==> src/rtl/rps_pkg.sv <==
package rps_pkg;

    typedef enum logic {
        ST_HUNT = 1'b0,
        ST_LOCK = 1'b1
    } rps_state_e;

    localparam int RPS_LOSS_WIN_DEF = 64;
    localparam int RPS_LOSS_THR_DEF = 6;

endpackage

==> src/rtl/rps_sat_cnt.sv <==
module rps_sat_cnt #(
    parameter int W = 32
) (
    input  logic         clk_i,
    input  logic         rst_ni,
    input  logic         en_i,
    input  logic         clr_i,
    input  logic         inc_i,
    output logic [W-1:0] cnt_o
);
    logic [W-1:0] cnt_d, cnt_q;

    always_comb begin
        cnt_d = cnt_q;
        if (clr_i) begin
            cnt_d = (en_i && inc_i) ? W'(1) : '0;
        end else if (en_i && inc_i && (cnt_q != '1)) begin
            cnt_d = cnt_q + W'(1);
        end
    end

    always_ff @(posedge clk_i or negedge rst_ni) begin
        if (!rst_ni) cnt_q <= '0;
        else         cnt_q <= cnt_d;
    end

    assign cnt_o = cnt_q;

    AST_CNT_NO_WRAP: assert property (@(posedge clk_i) disable iff (!rst_ni)
        (cnt_q == '1 && !clr_i) |=> (cnt_q == '1));

    AST_CNT_UNIT_STEP: assert property (@(posedge clk_i) disable iff (!rst_ni)
        !clr_i |=> (cnt_q - $past(cnt_q)) <= W'(1));
endmodule

==> src/rtl/rps_err_window.sv <==
module rps_err_window #(
    parameter int WIN = 64,
    parameter int THR = 6
) (
    input  logic clk_i,
    input  logic rst_ni,
    input  logic en_i,
    input  logic flush_i,
    input  logic err_i,
    output logic lost_o
);
    localparam int CW = $clog2(WIN + 1);

    typedef struct packed {
        logic [WIN-1:0] hist;
        logic [CW-1:0]  cnt;
    } win_t;

    win_t          d, q;
    logic [CW-1:0] cnt_next;

    always_comb begin
        cnt_next = q.cnt + CW'(err_i) - CW'(q.hist[WIN-1]);
        lost_o   = en_i && (cnt_next >= CW'(THR));
        d        = q;
        if (flush_i) begin
            d.hist = '0;
            d.cnt  = '0;
        end else if (en_i) begin
            d.hist = {q.hist[WIN-2:0], err_i};
            d.cnt  = cnt_next;
        end
    end

    always_ff @(posedge clk_i or negedge rst_ni) begin
        if (!rst_ni) q <= '0;
        else         q <= d;
    end

    AST_WIN_BELOW_THR: assert property (@(posedge clk_i) disable iff (!rst_ni)
        q.cnt < CW'(THR));
endmodule

==> src/rtl/rps_sync_rx.sv <==
module rps_sync_rx
    import rps_pkg::*;
#(
    parameter int MAX_LEN  = 32,
    parameter int CNT_W    = 32,
    parameter int LOSS_WIN = RPS_LOSS_WIN_DEF,
    parameter int LOSS_THR = RPS_LOSS_THR_DEF,
    localparam int LEN_W   = $clog2(MAX_LEN + 1)
) (
    input  logic               clk_i,
    input  logic               rst_ni,
    input  logic               rx_en_i,
    input  logic               rx_gate_i,
    input  logic               rx_bit_i,
    input  logic [LEN_W-1:0]   len_i,
    input  logic               latch_req_i,
    output logic               sync_o,
    output logic               all_zero_o,
    output logic               all_one_o,
    output logic [MAX_LEN-1:0] pat_o,
    output logic [CNT_W-1:0]   bit_hold_o,
    output logic [CNT_W-1:0]   err_hold_o,
    output logic               latch_done_o
);
    localparam int IDX_W = $clog2(MAX_LEN);
    localparam int RUN_W = LEN_W + 1;

    typedef struct packed {
        rps_state_e         st;
        logic [MAX_LEN-1:0] hist;
        logic [LEN_W-1:0]   fill;
        logic [RUN_W-1:0]   run;
        logic [MAX_LEN-1:0] cap;
        logic [MAX_LEN-1:0] refp;
        logic               pend;
        logic               done;
        logic [CNT_W-1:0]   bit_hold;
        logic [CNT_W-1:0]   err_hold;
    } rx_state_t;

    rx_state_t          d, q;
    logic [LEN_W-1:0]   len_eff;
    logic [LEN_W-1:0]   len_m1;
    logic [IDX_W-1:0]   idx;
    logic [MAX_LEN-1:0] mask;
    logic [MAX_LEN-1:0] hist_next;
    logic [RUN_W-1:0]   run_inc;
    logic [RUN_W-1:0]   twice_len;
    logic               step, take, in_lock, cnt_en, exp_bit, lock_err;
    logic               win_lost;
    logic [CNT_W-1:0]   bit_cnt, err_cnt;

    assign len_eff   = ((len_i == '0) || (len_i > LEN_W'(MAX_LEN))) ? LEN_W'(MAX_LEN) : len_i;
    assign len_m1    = len_eff - LEN_W'(1);
    assign idx       = len_m1[IDX_W-1:0];
    assign twice_len = {len_eff, 1'b0};
    assign run_inc   = q.run + RUN_W'(1);
    assign hist_next = {q.hist[MAX_LEN-2:0], rx_bit_i};

    for (genvar g = 0; g < MAX_LEN; g++) begin : g_mask
        assign mask[g] = (g < int'(len_eff));
    end

    assign step     = rx_en_i && !rx_gate_i;
    assign take     = step && q.pend;
    assign in_lock  = (q.st == ST_LOCK);
    assign cnt_en   = step && in_lock;
    assign exp_bit  = q.refp[idx];
    assign lock_err = cnt_en && (rx_bit_i != exp_bit);

    always_comb begin
        d      = q;
        d.done = 1'b0;
        d.pend = q.pend | latch_req_i;
        if (take) begin
            d.pend     = latch_req_i;
            d.done     = 1'b1;
            d.bit_hold = bit_cnt;
            d.err_hold = err_cnt;
        end
        if (step) begin
            d.hist = hist_next;
            if (!in_lock) begin
                if (q.fill != LEN_W'(MAX_LEN)) d.fill = q.fill + LEN_W'(1);
                if ((q.fill >= len_eff) && (rx_bit_i == q.hist[idx])) begin
                    if (run_inc == twice_len) begin
                        d.st   = ST_LOCK;
                        d.cap  = hist_next & mask;
                        d.refp = hist_next & mask;
                        d.run  = '0;
                    end else begin
                        d.run = run_inc;
                    end
                end else begin
                    d.run = '0;
                end
            end else begin
                d.refp = {q.refp[MAX_LEN-2:0], exp_bit} & mask;
                if (win_lost) begin
                    d.st  = ST_HUNT;
                    d.run = '0;
                end
            end
        end
    end

    always_ff @(posedge clk_i or negedge rst_ni) begin
        if (!rst_ni) q <= '0;
        else         q <= d;
    end

    rps_sat_cnt #(.W(CNT_W)) i_bit_cnt (
        .clk_i (clk_i), .rst_ni(rst_ni), .en_i(cnt_en), .clr_i(take),
        .inc_i (1'b1), .cnt_o(bit_cnt)
    );

    rps_sat_cnt #(.W(CNT_W)) i_err_cnt (
        .clk_i (clk_i), .rst_ni(rst_ni), .en_i(cnt_en), .clr_i(take),
        .inc_i (lock_err), .cnt_o(err_cnt)
    );

    rps_err_window #(.WIN(LOSS_WIN), .THR(LOSS_THR)) i_win (
        .clk_i  (clk_i), .rst_ni(rst_ni), .en_i(cnt_en),
        .flush_i(!in_lock || win_lost), .err_i(lock_err), .lost_o(win_lost)
    );

    assign sync_o       = in_lock;
    assign all_zero_o   = in_lock && (q.cap == '0);
    assign all_one_o    = in_lock && (q.cap == mask);
    assign pat_o        = q.cap;
    assign bit_hold_o   = q.bit_hold;
    assign err_hold_o   = q.err_hold;
    assign latch_done_o = q.done;

    AST_GATE_FREEZE: assert property (@(posedge clk_i) disable iff (!rst_ni)
        rx_gate_i |=> ($stable(q.st) && $stable(q.hist) && $stable(bit_cnt)
                       && $stable(err_cnt) && !latch_done_o));

    AST_HOLD_UNLOCKED: assert property (@(posedge clk_i) disable iff (!rst_ni)
        (!in_lock && !take) |=> ($stable(bit_cnt) && $stable(err_cnt)));

    AST_BIT_ADVANCE: assert property (@(posedge clk_i) disable iff (!rst_ni)
        (cnt_en && !take && bit_cnt != '1) |=> (bit_cnt == $past(bit_cnt) + CNT_W'(1)));

    AST_FLAGS_EXCLUSIVE: assert property (@(posedge clk_i) disable iff (!rst_ni)
        !(all_zero_o && all_one_o));

    AST_CAP_STABLE: assert property (@(posedge clk_i) disable iff (!rst_ni)
        (in_lock && $past(in_lock)) |-> $stable(pat_o));
endmodule

==> config.mk <==
export PLATFORM = sky130hd
export DESIGN_NAME = rps_sync_rx
export DESIGN_NICKNAME = d
export VERILOG_FILES = /design/src/rtl/rps_pkg.sv /design/src/rtl/rps_sat_cnt.sv /design/src/rtl/rps_err_window.sv /design/src/rtl/rps_sync_rx.sv
export SDC_FILE = /design/constraint.sdc
export NUM_CORES = 1
export LEC_CHECK = 0
export ABC_AREA = 1
export BUFFER_PORTS_ARGS = -buffer_cell sky130_fd_sc_hd__buf_2
export CAP_MARGIN = 10
export CORE_UTILIZATION = 60
export DETAILED_ROUTE_END_ITERATION = 6
export PLACE_DENSITY = 0.85
export SYNTH_ARGS = -nofsm -noshare
export SYNTH_HDL_FRONTEND = slang
export SYNTH_SLANG_ARGS = --single-unit
==> constraint.sdc <==
create_clock -name clk_i -period 3.9 [get_ports clk_i]
set_input_delay 0.195 -clock clk_i [delete_from_list [all_inputs] [get_ports clk_i]]
set_output_delay 0.195 -clock clk_i [all_outputs]
set_load 0.02 [all_outputs]
; Yosys cells after proc, flatten, opt, wreduce, memory -nomap -nowiden
; Cells that the tools add are included.
[op_classes]
n_eq_ne = 8
bitwise = 4
muxes = 25
n_reduce_logical = 26
magnitude_cmp = 36
n_addsub = 7
[op_table]
columns = op, n
row1 = $mux 32, 7
row2 = $mux 71, 2
row3 = $lt 5x6->1 const A, 16
row4 = $mux 66, 1
row5 = $add 32x1->32 const B, 2
row6 = $and 32x32->32, 2
row7 = $ne 32x32->1 const B, 2
row8 = $lt 4x6->1 const A, 8
row9 = $eq 32x32->1, 1
row10 = $logic_not 32->1, 1
row11 = $mux 7, 4
row12 = $lt 3x6->1 const A, 4
row13 = $lt 1x6->1 const A, 2
row14 = $lt 2x6->1 const A, 2
row15 = $logic_and 1x1->1, 11
row16 = $bmux 1 s5, 2
row17 = $reduce_bool 2->1, 5
row18 = $mux 1, 8
row19 = $add 7x1->7, 1
row20 = $add 7x1->7 const B, 1
row21 = $eq 7x7->1, 1
row22 = $ge 7x3->1 const B, 1
row23 = $sub 7x1->7, 1
row24 = $add 6x1->6 const B, 1
row25 = 17 further kinds, 20
[word_totals]
regBits = 311
output_inout_bits = 100
in_bits = 12

; Longest topological paths before layout
; Gate-level depths: netlist of the first run.
[logic_depth]
depth_word = 14
ltp_mapped = 33
mapped_depth_nobuf = 29

; Cells and area by module
; Synthesis of the first run repeated with hierarchy kept, for this count alone.
[hier_totals]
cells_unflattened = 2383
area_unflattened_um2 = 17700.7
[modules_own_cells]
columns = mod, cells_per_inst, instances, area_each_um2, seq_area_each_um2
row1 = rps_sync_rx, 1379, 1, 10007.1, 4404.2
row2 = rps_sat_cnt, 351, 2, 2229.6, 800.8
row3 = rps_err_window, 302, 1, 3234.4, 1776.7

; Worst setup path after synthesis of the first run
; Ideal clock, no wire load.
[synth_timing]
path_type = input to register
from = in len_i[0]
to = reg i_win.q[32] (netlist bit)
setup_slack_ns = -0.826
path_buffers = 6
path_stages = 30
arrival_time_ns = 4.587
cell_sequence = buf_6 -> nor2_4 -> nand3_2 -> nand3_2 -> buf_4 -> inv_2 -> ha_1 -> clkbuf_1 -> inv_1 -> clkbuf_1 -> nand3_1 -> nand3_1 -> nand3_1 -> nand3_1 -> nand2_1 -> nand2_1 -> nand2_1 -> nor2_1 -> ha_1 -> inv_1 -> fa_1 -> o21ai_0 -> a21oi_1 -> nor2_1 -> nor2_1 -> xor2_1 -> nand3_1 -> clkbuf_1 -> buf_1 -> o22ai_1
[synth_via]
elab_chain_cells = 14
elab_cells_between_ends = 16
classes_between = 3 x add/sub / 2 x order compare / 1 x eq/ne / 4 x mux / 6 x reduce/logical
[synth_lines]
columns = element, line_no
row1 = from (decl), rps_sync_rx.sv:15  ; input logic [LEN_W-1:0] len_i,
row2 = $gt 6x6->1 or $logic_not 6->1 (tied branches), rps_sync_rx.sv:53  ; assign len_eff = ((len_i == '0) || (len_i > LEN_W'(MAX_LEN))) ? LEN_W'(MAX_LEN) : len_i;
row3 = $logic_or 1x1->1, rps_sync_rx.sv:53
row4 = $mux 6 *, rps_sync_rx.sv:53
row5 = $sub 5x1->5 *, rps_sync_rx.sv:54  ; assign len_m1 = len_eff - LEN_W'(1);
row6 = $bmux 1 s5 *, rps_sync_rx.sv:68  ; assign exp_bit = q.refp[idx];
row7 = $mux 1 (not written as such) *, rps_sync_rx.sv:68
row8 = $ne 1x1->1 *, rps_sync_rx.sv:69  ; assign lock_err = cnt_en && (rx_bit_i != exp_bit);
row9 = $logic_and 1x1->1 *, rps_sync_rx.sv:69
row10 = $add 7x1->7 *, rps_err_window.sv:23  ; cnt_next = q.cnt + CW'(err_i) - CW'(q.hist[WIN-1]);
row11 = $sub 7x1->7 *, rps_err_window.sv:23
row12 = $ge 7x3->1 *, rps_err_window.sv:24  ; lost_o = en_i && (cnt_next >= CW'(THR));
row13 = $logic_and 1x1->1 *, rps_err_window.sv:24
row14 = $logic_or 1x1->1 *, rps_sync_rx.sv:124  ; .flush_i(!in_lock || win_lost), .err_i(lock_err), .lost_o(win_lost)
row15 = $mux 71 or $reduce_bool 2->1 (tied branches), -
row16 = to (signal assigned), rps_err_window.sv:36  ; if (!rst_ni) q <= '0;
row17 = to (signal assigned), rps_err_window.sv:37  ; else q <= d;
row18 = to (decl), rps_err_window.sv:19  ; win_t d, q;
; Mark *: on every way between the ends. The rest lies on a longest branch, timed or not. The select of a mux whose other input is x is not followed.
; A chain may end at the register's enable or synchronous reset.

; Worst setup path in the final report of the first run
[layout_timing]
from = in len_i[0]
to = reg q[134] (netlist bit)
[layout_via]
elab_chain_cells = 14
elab_cells_between_ends = 24
classes_between = 3 x add/sub / 3 x order compare / 4 x eq/ne / 8 x mux / 6 x reduce/logical
[layout_lines]
columns = element, line_no
row1 = $gt 6x6->1 or $logic_not 6->1 (tied branches), rps_sync_rx.sv:53
row2 = $logic_or 1x1->1, rps_sync_rx.sv:53
row3 = $mux 6 *, rps_sync_rx.sv:53
row4 = $sub 5x1->5, rps_sync_rx.sv:54
row5 = $bmux 1 s5, rps_sync_rx.sv:68
row6 = $mux 1 (not written as such), rps_sync_rx.sv:68
row7 = $ne 1x1->1, rps_sync_rx.sv:69
row8 = $logic_and 1x1->1, rps_sync_rx.sv:69
row9 = $add 7x1->7, rps_err_window.sv:23
row10 = $sub 7x1->7, rps_err_window.sv:23
row11 = $ge 7x3->1, rps_err_window.sv:24
row12 = $logic_and 1x1->1, rps_err_window.sv:24
row13 = $ne 2x1->1 (no line), -
row14 = $reduce_and 2->1 (no line), -
row15 = to (signal assigned), rps_sync_rx.sv:108  ; if (!rst_ni) q <= '0;
row16 = to (signal assigned), rps_sync_rx.sv:109  ; else q <= d;
row17 = to (decl), rps_sync_rx.sv:41  ; rx_state_t d, q;
; Marks and branches as above.

==> flow_summary.yaml, run 1 <==
detailed_routing:
  dr.pass1.iters: 6
  ant_nets: 0
  first_iter_violations: 1395
  routed_via_density: 5.74
  vias: 14961
  drc: 0
  routed_wl_mm: 45.9
  wl_per_cell_um: 17.6
power_and_ir_drop:
  intPower_mw: 6.49
  power_frac_seq: 0.421
  p_per_area_mw_per_mm2: 513
  ir_drop_mv: 0.368
  p_sw_frac: 0.330
  p_leak_nw: 9.24
  power_frac_comb: 0.227
  switchingPower_mw: 3.19
  clockPowerShare: 0.353
yosys:
  synth.avg_cell_area_sq_um: 7.81
  synth_edf_count: 0
  synth_area_sq_mm: 0.0169
  ys_seq_area_frac: 0.460
  synth_cell_types: 49
  yosysWarnings: 0
  synth_fp_nets: 2200
  synth-main-ff-cell: "dfrtp_1"
  ys_seq_elements: 311
  netlist_instances: 2166
  async_reset_ff_frac: 1.00
grt:
  antenna_found_initial: 0
  grt_pass1_wl_mm: 74.4
  grt_overflow: 0
  grt_max_degree: 126
  grt.total_usage: 0.324
  grt_pass1_vias: 14411
setup_path:
  worstPathMaxFanout: 14
  crit_type: "in2reg"
  arrival_ns: 4.11
  critPathCaptureType: "flip-flop"
  required_ns: 4.35
  start_kind: "input pin"
floorplan:
  rows: 61
  initial_utilization: 0.609
  dieArea_sq_mm: 0.0289
  io_pins: 112
  chipHeight_um: 170
  fp.dieW_um: 170
  coreArea_sq_mm: 0.0278
sta:
  max-slew-margin-rel: 0.252
  worst_slack_ns: 0.235
  setup_violations: 0
  fmax_ghz: 0.273
  timing_hold_violations_final: 0
  maxSlewViolCount: 0
  period_share: 0.940
  finClkSkew_ns: 0.0238
  worst_pin_slew_ns: 1.12
  rsz0062_at_grt: "no"
  fin_crit_ns: 3.66
hold_path:
  hold_path_class: "in2reg"
run_status:
  status: "finished clean"
cts:
  insertion_delay_ns: 0.53
  numCtsBuffers: 34
  cts_tree: "yes"
  clockBufferDepth: 3
  htreeDepth: 2
  root_buffer: "clkbuf_16"
  clk_pin_slew_ns: 0.06
  clock-sinks: 311
placement:
  place_ws_ns: -0.349
  dp_hpwl_mm: 31.9
  dp_cells: 2545
  port_buffers: 111
  gp_congestion: 0.954
run:
  cap_violations: 0
final_layout:
  stdcell_count: 2608
  final_nets: 2242
  drive_gt1_frac: 0.137
  num_antenna_cells: 0
  syn2layout_area_growth_pct: 11.6
==> per-stage QoR <==
step	util	hold slack [ns]	area [sq um]	power (mW)	setup TNS, ns
2_1_floorplan	-	-0.101	17200	5.64	-0.690
3_3_place_gp	0.634	0.349	17600	6.18	-6.25
3_5_place_dp	0.634	0.360	17600	6.25	-15.41
4_1_cts	0.678	0.0546	18800	9.69	0
5_1_grt	0.680	0.0633	18900	10.1	0
6_report	0.680	0.0709	18900	9.68	0
==> cell type report <==
cell class / count / area (sq um)
Inverter: 249 / 952
Timing Repair Buffer: 195 / 1260
Fill cell: 2282 / 8900
Clock buffer: 48 / 1010
Clock inverter: 10 / 178
Sequential cell: 311 / 7780
Multi-Input combinational cell: 1417 / 7220
Tap cell: 378 / 473
==> power by group through the flow <==
stage,Clock (mW),Combinational (mW),Sequential [mW]
2_1_floorplan,0,1.66,3.97
3_3_place_gp,0,2.09,4.10
3_5_place_dp,0,2.14,4.11
4_1_cts,3.46,2.18,4.06
5_1_grt,3.58,2.44,4.12
6_report,3.41,2.19,4.07
==> cell usage in the layout (no fill, tap or decap), drive strengths merged <==
master,count
nor3b,5
dlygate4sd3,2
o22a,1
clkbuf,48
a31oi,4
o2111ai,1
nand3,197
clkinvlp,2
clkinv,4
a21o,4
a221oi,1
a211oi,13
a21boi,1
xnor2,9
a21oi,50
o21bai,2
o21a,2
nor2,198
and3,1
o21ai,129
nor4,26
or2,3
nand3b,2
or4,1
xor2,55
fa,1
a22oi,1
dfrtp,311
ha,21
nor3,45
o211ai,1
nand4,57
a2111oi,1
nand2,505
o22ai,68
a31o,3
inv,249
buf,193
bufinv,4
o31ai,9
==> cell families (layout without fill, tap and decap cells) <==
kind of cell / Yosys count / in the layout / synth area share
adder cells (fa/ha/maj): 22 / 22 / 0.0167
flip-flops: 311 / 311 / 0.460
buffers and inverters: 438 / 502 / 0.123
XOR/XNOR: 64 / 64 / 0.0336
AO/OA/AOI/OAI: 291 / 291 / 0.0979
AND/OR/NAND/NOR: 1040 / 1040 / 0.269
==> Yosys cell counts, types with 5 or more instances <==
cell type	instances	share of area
a211oi_1	13	0.0058
a21oi_1	50	0.015
buf_1	6	0.0013
buf_2	12	0.0036
buf_4	103	0.046
buf_6	5	0.0033
clkbuf_1	63	0.014
dfrtp_1	311	0.46
ha_1	21	0.016
inv_1	242	0.054
nand2_1	502	0.11
nand3_1	191	0.057
nand3_2	6	0.0036
nand4_1	55	0.020
nor2_1	191	0.042
nor2_2	5	0.0018
nor3_1	44	0.013
nor3b_1	5	0.0022
nor4_1	26	0.0096
o21ai_0	129	0.038
o22ai_1	68	0.025
o31ai_1	9	0.0040
xnor2_1	9	0.0047
xor2_1	54	0.028
==> registers in the layout (all words and copies together) (netlist names) <==
signal and cells:
i_win.q 71, latch_done_o 1, err_hold_o 32, i_err_cnt.cnt_o 32
hist_next 31, i_bit_cnt.cnt_o 32, bit_hold_o 32, sync_o 1
pat_o 32, q 47
==> layer usage <==
metal / up-vias / wire length [um] / GRT usage
li1: 7072 / - / -
met1: 7125 / 19300 / 0.432
met2: 651 / 21700 / 0.533
met3: 113 / 3550 / 0.0614
met4: 0 / 1360 / 0.105
met5: - / 0 / 0
==> worst paths after layout <==
kind	from	to	slack [ns]	cells past startpoint
min in group asynchronous	rst_ni	i_win.q[22]	0.34	2
worst min-delay path	rx_bit_i	hist_next[1]	0.07	3
worst min register to register	err_hold_o[8]	err_hold_o[8]	0.47	2
worst max-delay path	len_i[0]	q[134]	0.24	28
max in group asynchronous	rst_ni	err_hold_o[22]	2.46	3
worst max register to register	q[82]	q[134]	0.56	22
==> worst max-delay path: stages <==
cell and delay, ns:
buf_2 0.16, nor2_4 0.11, buf_4 0.12, nand3_4 0.10, nand3_4 0.14, inv_1 0.09
ha_4 0.39, inv_6 0.09, nand3_2 0.08, nand3_1 0.07, nand3_1 0.10, nand3_1 0.10
nand3_1 0.15, nand2_2 0.11, nor2_4 0.13, ha_2 0.20, inv_2 0.04, fa_2 0.37
o21ai_2 0.17, xor2_1 0.20, o21ai_1 0.11, nor3_2 0.17, nand2_1 0.13, a21oi_4 0.20
nor2_4 0.10, inv_2 0.12, nand2_1 0.07, nand2_1 0.07
==> repair_timing <==
item                       4_1_cts  5_1_grt
hold endpoints to repair       121        0
buffers inserted                 0        3
resized for setup                0        3
setup endpoints to repair        0       61
hold buffers                     2        0
(Power assumes the default switching activity.)
==> inputs of run 2 (changes only) <==
SYNTH_HIERARCHICAL = 1   (was not set)
==> run 2 against run 1 <==
The flow now finishes with violations (DRC). Clock power is 3% higher. Non-clock buffer count is 4 lower. Sequential power is 2% lower. Synthesized cell count is 10% higher. Utilization is 0.62 points higher. Final cell count is 8.9% higher. Global-route usage is 1.1 points lower. Final area is 4.8% higher. Die area is 4.6% higher. Register-to-register slack worse by 0.41 ns. Largest cell class is now multi-input gates. Highest routed layer unchanged.
==> flow_summary.yaml, run 2 <==
run_status:
  status: "complete, but fails checks"
  violations: "DRC"
grt:
  grt_pass1_wl_mm: 77.1
  grt_use_met3: 0.0537
  grt_use_met1: 0.441
  antenna_found_initial: 0
  grt_pass1_vias: 15349
  grt_max_degree: 135
  grt_busiest_layer: "met2"
  grt_overflow: 0
  met2_usage: 0.483
  grt.total_usage: 0.313
sta:
  setup_violations: 0
  finClkSkew_ns: 0.0205
  timing_hold_violations_final: 0
  worst_pin_slew_ns: 1.17
  max-slew-margin-rel: 0.220
  maxSlewViolCount: 0
  fmax_ghz: 0.266
  rsz0062_at_grt: "no"
  period_share: 0.963
  fin_tns_setup_ns: 0
  fin_crit_ns: 3.75
  worst_slack_ns: 0.146
detailed_routing:
  drc: 1
  routed_wl_mm: 47.3
  dr.pass1.iters: 7
  wl_per_cell_um: 16.7
  first_iter_violations: 1979
  ant_nets: 0
  routed_via_density: 5.64
  vias: 16026
power_and_ir_drop:
  ir_drop_mv: 0.302
  p_leak_nw: 10.2
  p_per_area_mw_per_mm2: 452
  design_power_total_mw: 8.95
cts:
  numCtsBuffers: 35
  clockBufferDepth: 3
  cts_tree: "yes"
  insertion_delay_ns: 0.52
  htreeDepth: 2
  clock-sinks: 311
  clk_pin_slew_ns: 0.06
  root_buffer: "clkbuf_16"
final_layout:
  drive_gt1_frac: 0.152
  final_common_cell: "nand2_1"
  largest_register_ffs: 71
  reg.largest.list: "i_win/q x71, q x47"
  final_cell_mix: "822 x nand2_1, 311 x dfrtp_1, 233 x nor2_1"
  final_nets: 2464
  num_antenna_cells: 0
  regMostFlops: "i_win/q"
  syn2layout_area_growth_pct: 11.8
placement:
  gp_congestion: 0.980
  place_ws_ns: -0.357
  port_buffers: 111
  dp_hpwl_mm: 32.1
yosys:
  ys_seq_area_frac: 0.440
  synth_cell_types: 47
  synth-main-ff-cell: "dfrtp_1"
  yosys-top-cells-count: "823 x nand2_1, 311 x dfrtp_1, 240 x nor2_1, 237 x inv_1, 226 x nand3_1"
  yosys.area.top_type: "dfrtp_1"
  ys_seq_elements: 311
  async_reset_ff_frac: 1.00
  yosysWarnings: 6
  netlist_instances: 2383
  ys_top_cells_by_area: "dfrtp_1 44%, nand2_1 17%, nand3_1 6.4%, nor2_1 5.1%, inv_1 5.0%"
  synth_fp_nets: 2416
  synth_edf_count: 0
  synth_top_area_share: 0.440
  synth.avg_cell_area_sq_um: 7.43
  synthMostInstantiatedCell: "nand2_1"
  synth_area_sq_mm: 0.0177
setup_path:
  crit_type: "reg2reg"
  start_kind: "flip-flop"
  arrival_ns: 4.19
  critPathCaptureType: "flip-flop"
  required_ns: 4.34
  worstPathMaxFanout: 38
hold_path:
  hold_path_class: "in2reg"
floorplan:
  initial_utilization: 0.613
  dieArea_sq_mm: 0.0302
  io_pins: 112
  chipHeight_um: 174
  fp.dieW_um: 174
  coreArea_sq_mm: 0.0289
  rows: 62
run:
  cap_violations: 0
==> run 2: cell types whose count changed after synthesis, sizes merged, moves of 24 or more <==
cell,delta
nor2,+58
nand3,+31
nor3,-42
nand2,+334
o21ai,-49
nand4,-32
xor2,-24
clkbuf,-25
==> run 2: logic make-up after synthesis <==
kind of cell / Yosys count / synth area share
other: 1 / 0.000212
AOI/OAI and AO/OA: 214 / 0.0836
adders and majority gates: 21 / 0.0153
xor gates and xnor gates: 42 / 0.0208
DFF: 311 / 0.440
buffers and inverters: 430 / 0.119
and+or+nand+nor: 1364 / 0.321
==> run 2: area by class of cell <==
class,instances,area [sq um]
clock buffer,45,995
multi-input combinational,1643,8030
inverter,249,957
tap,384,480
fill,2287,9070
sequential,311,7780
clock inverter,17,235
timing repair buffer,191,1310
==> run 2: what timing repair did <==
item	4_1_cts	5_1_grt
resized for setup	0	27
endpoints found under the hold margin	130	0
setup endpoints to repair	0	77
hold buffers	2	0
buffers inserted	0	1
==> run 2: worst paths after layout <==
kind / startpoint / endpoint / slack [ns] / depth (start not counted)
max in group asynchronous: rst_ni / i_err_cnt/cnt_o[16] / 2.42 / 3
worst max-delay path: q[79] / i_win/q[30] / 0.15 / 26
worst min register to register: err_hold_o[13] / err_hold_o[13] / 0.46 / 2
min in group asynchronous: rst_ni / pat_o[23] / 0.30 / 2
worst max register to register: q[79] / i_win/q[30] / 0.15 / 26
worst min-delay path: rx_bit_i / hist_next[1] / 0.05 / 3
==> run 2: report_power, final <==
group	switching [mW]	internal, mW
clock	1.36	2.14
combinational	0.929	0.525
sequential	0.414	3.58
==> run 2: routing by layer <==
| metal | routed length, um | part of all wire | up-vias |
|---|---|---|---|
| met1 | 20200 | 0.43 | 7592 |
| li1 | - | - | 7539 |
| met4 | 1740 | 0.037 | 0 |
| met3 | 4050 | 0.085 | 140 |
| met2 | 21300 | 0.45 | 755 |
| met5 | 0 | 0 | - |
==> run 2: critical path, stage by stage, from the launching register on <==
cell     delay, ns
dfrtp_1       0.43
nand2_1       0.10
nand3_2       0.09
nand3_1       0.07
nand3_1       0.08
nand2_1       0.06
o21a_1        0.22
xor2_1        0.16
nor2_2        0.13
inv_2         0.07
ha_4          0.26
inv_2         0.04
ha_4          0.15
fa_2          0.36
or2_1         0.24
nand3_1       0.08
nand3_1       0.07
nor2_1        0.11
nand3_1       0.08
nand2_1       0.06
inv_1         0.04
nor2_2        0.12
inv_2         0.08
nor2_4        0.09
inv_2         0.08
buf_12        0.20
o22ai_2       0.14
==> run 2: metrics by stage <==
step | std cells | hold WS, ns | util | instance area (sq um)
2_1_floorplan | 2383 | -0.101 | - | 17900
3_3_place_gp | 2771 | 0.331 | 0.635 | 18300
3_5_place_dp | 2771 | 0.346 | 0.635 | 18300
4_1_cts | 2835 | 0.0510 | 0.679 | 19600
5_1_grt | 2840 | 0.0876 | 0.686 | 19800
6_report | 2840 | 0.0536 | 0.686 | 19800
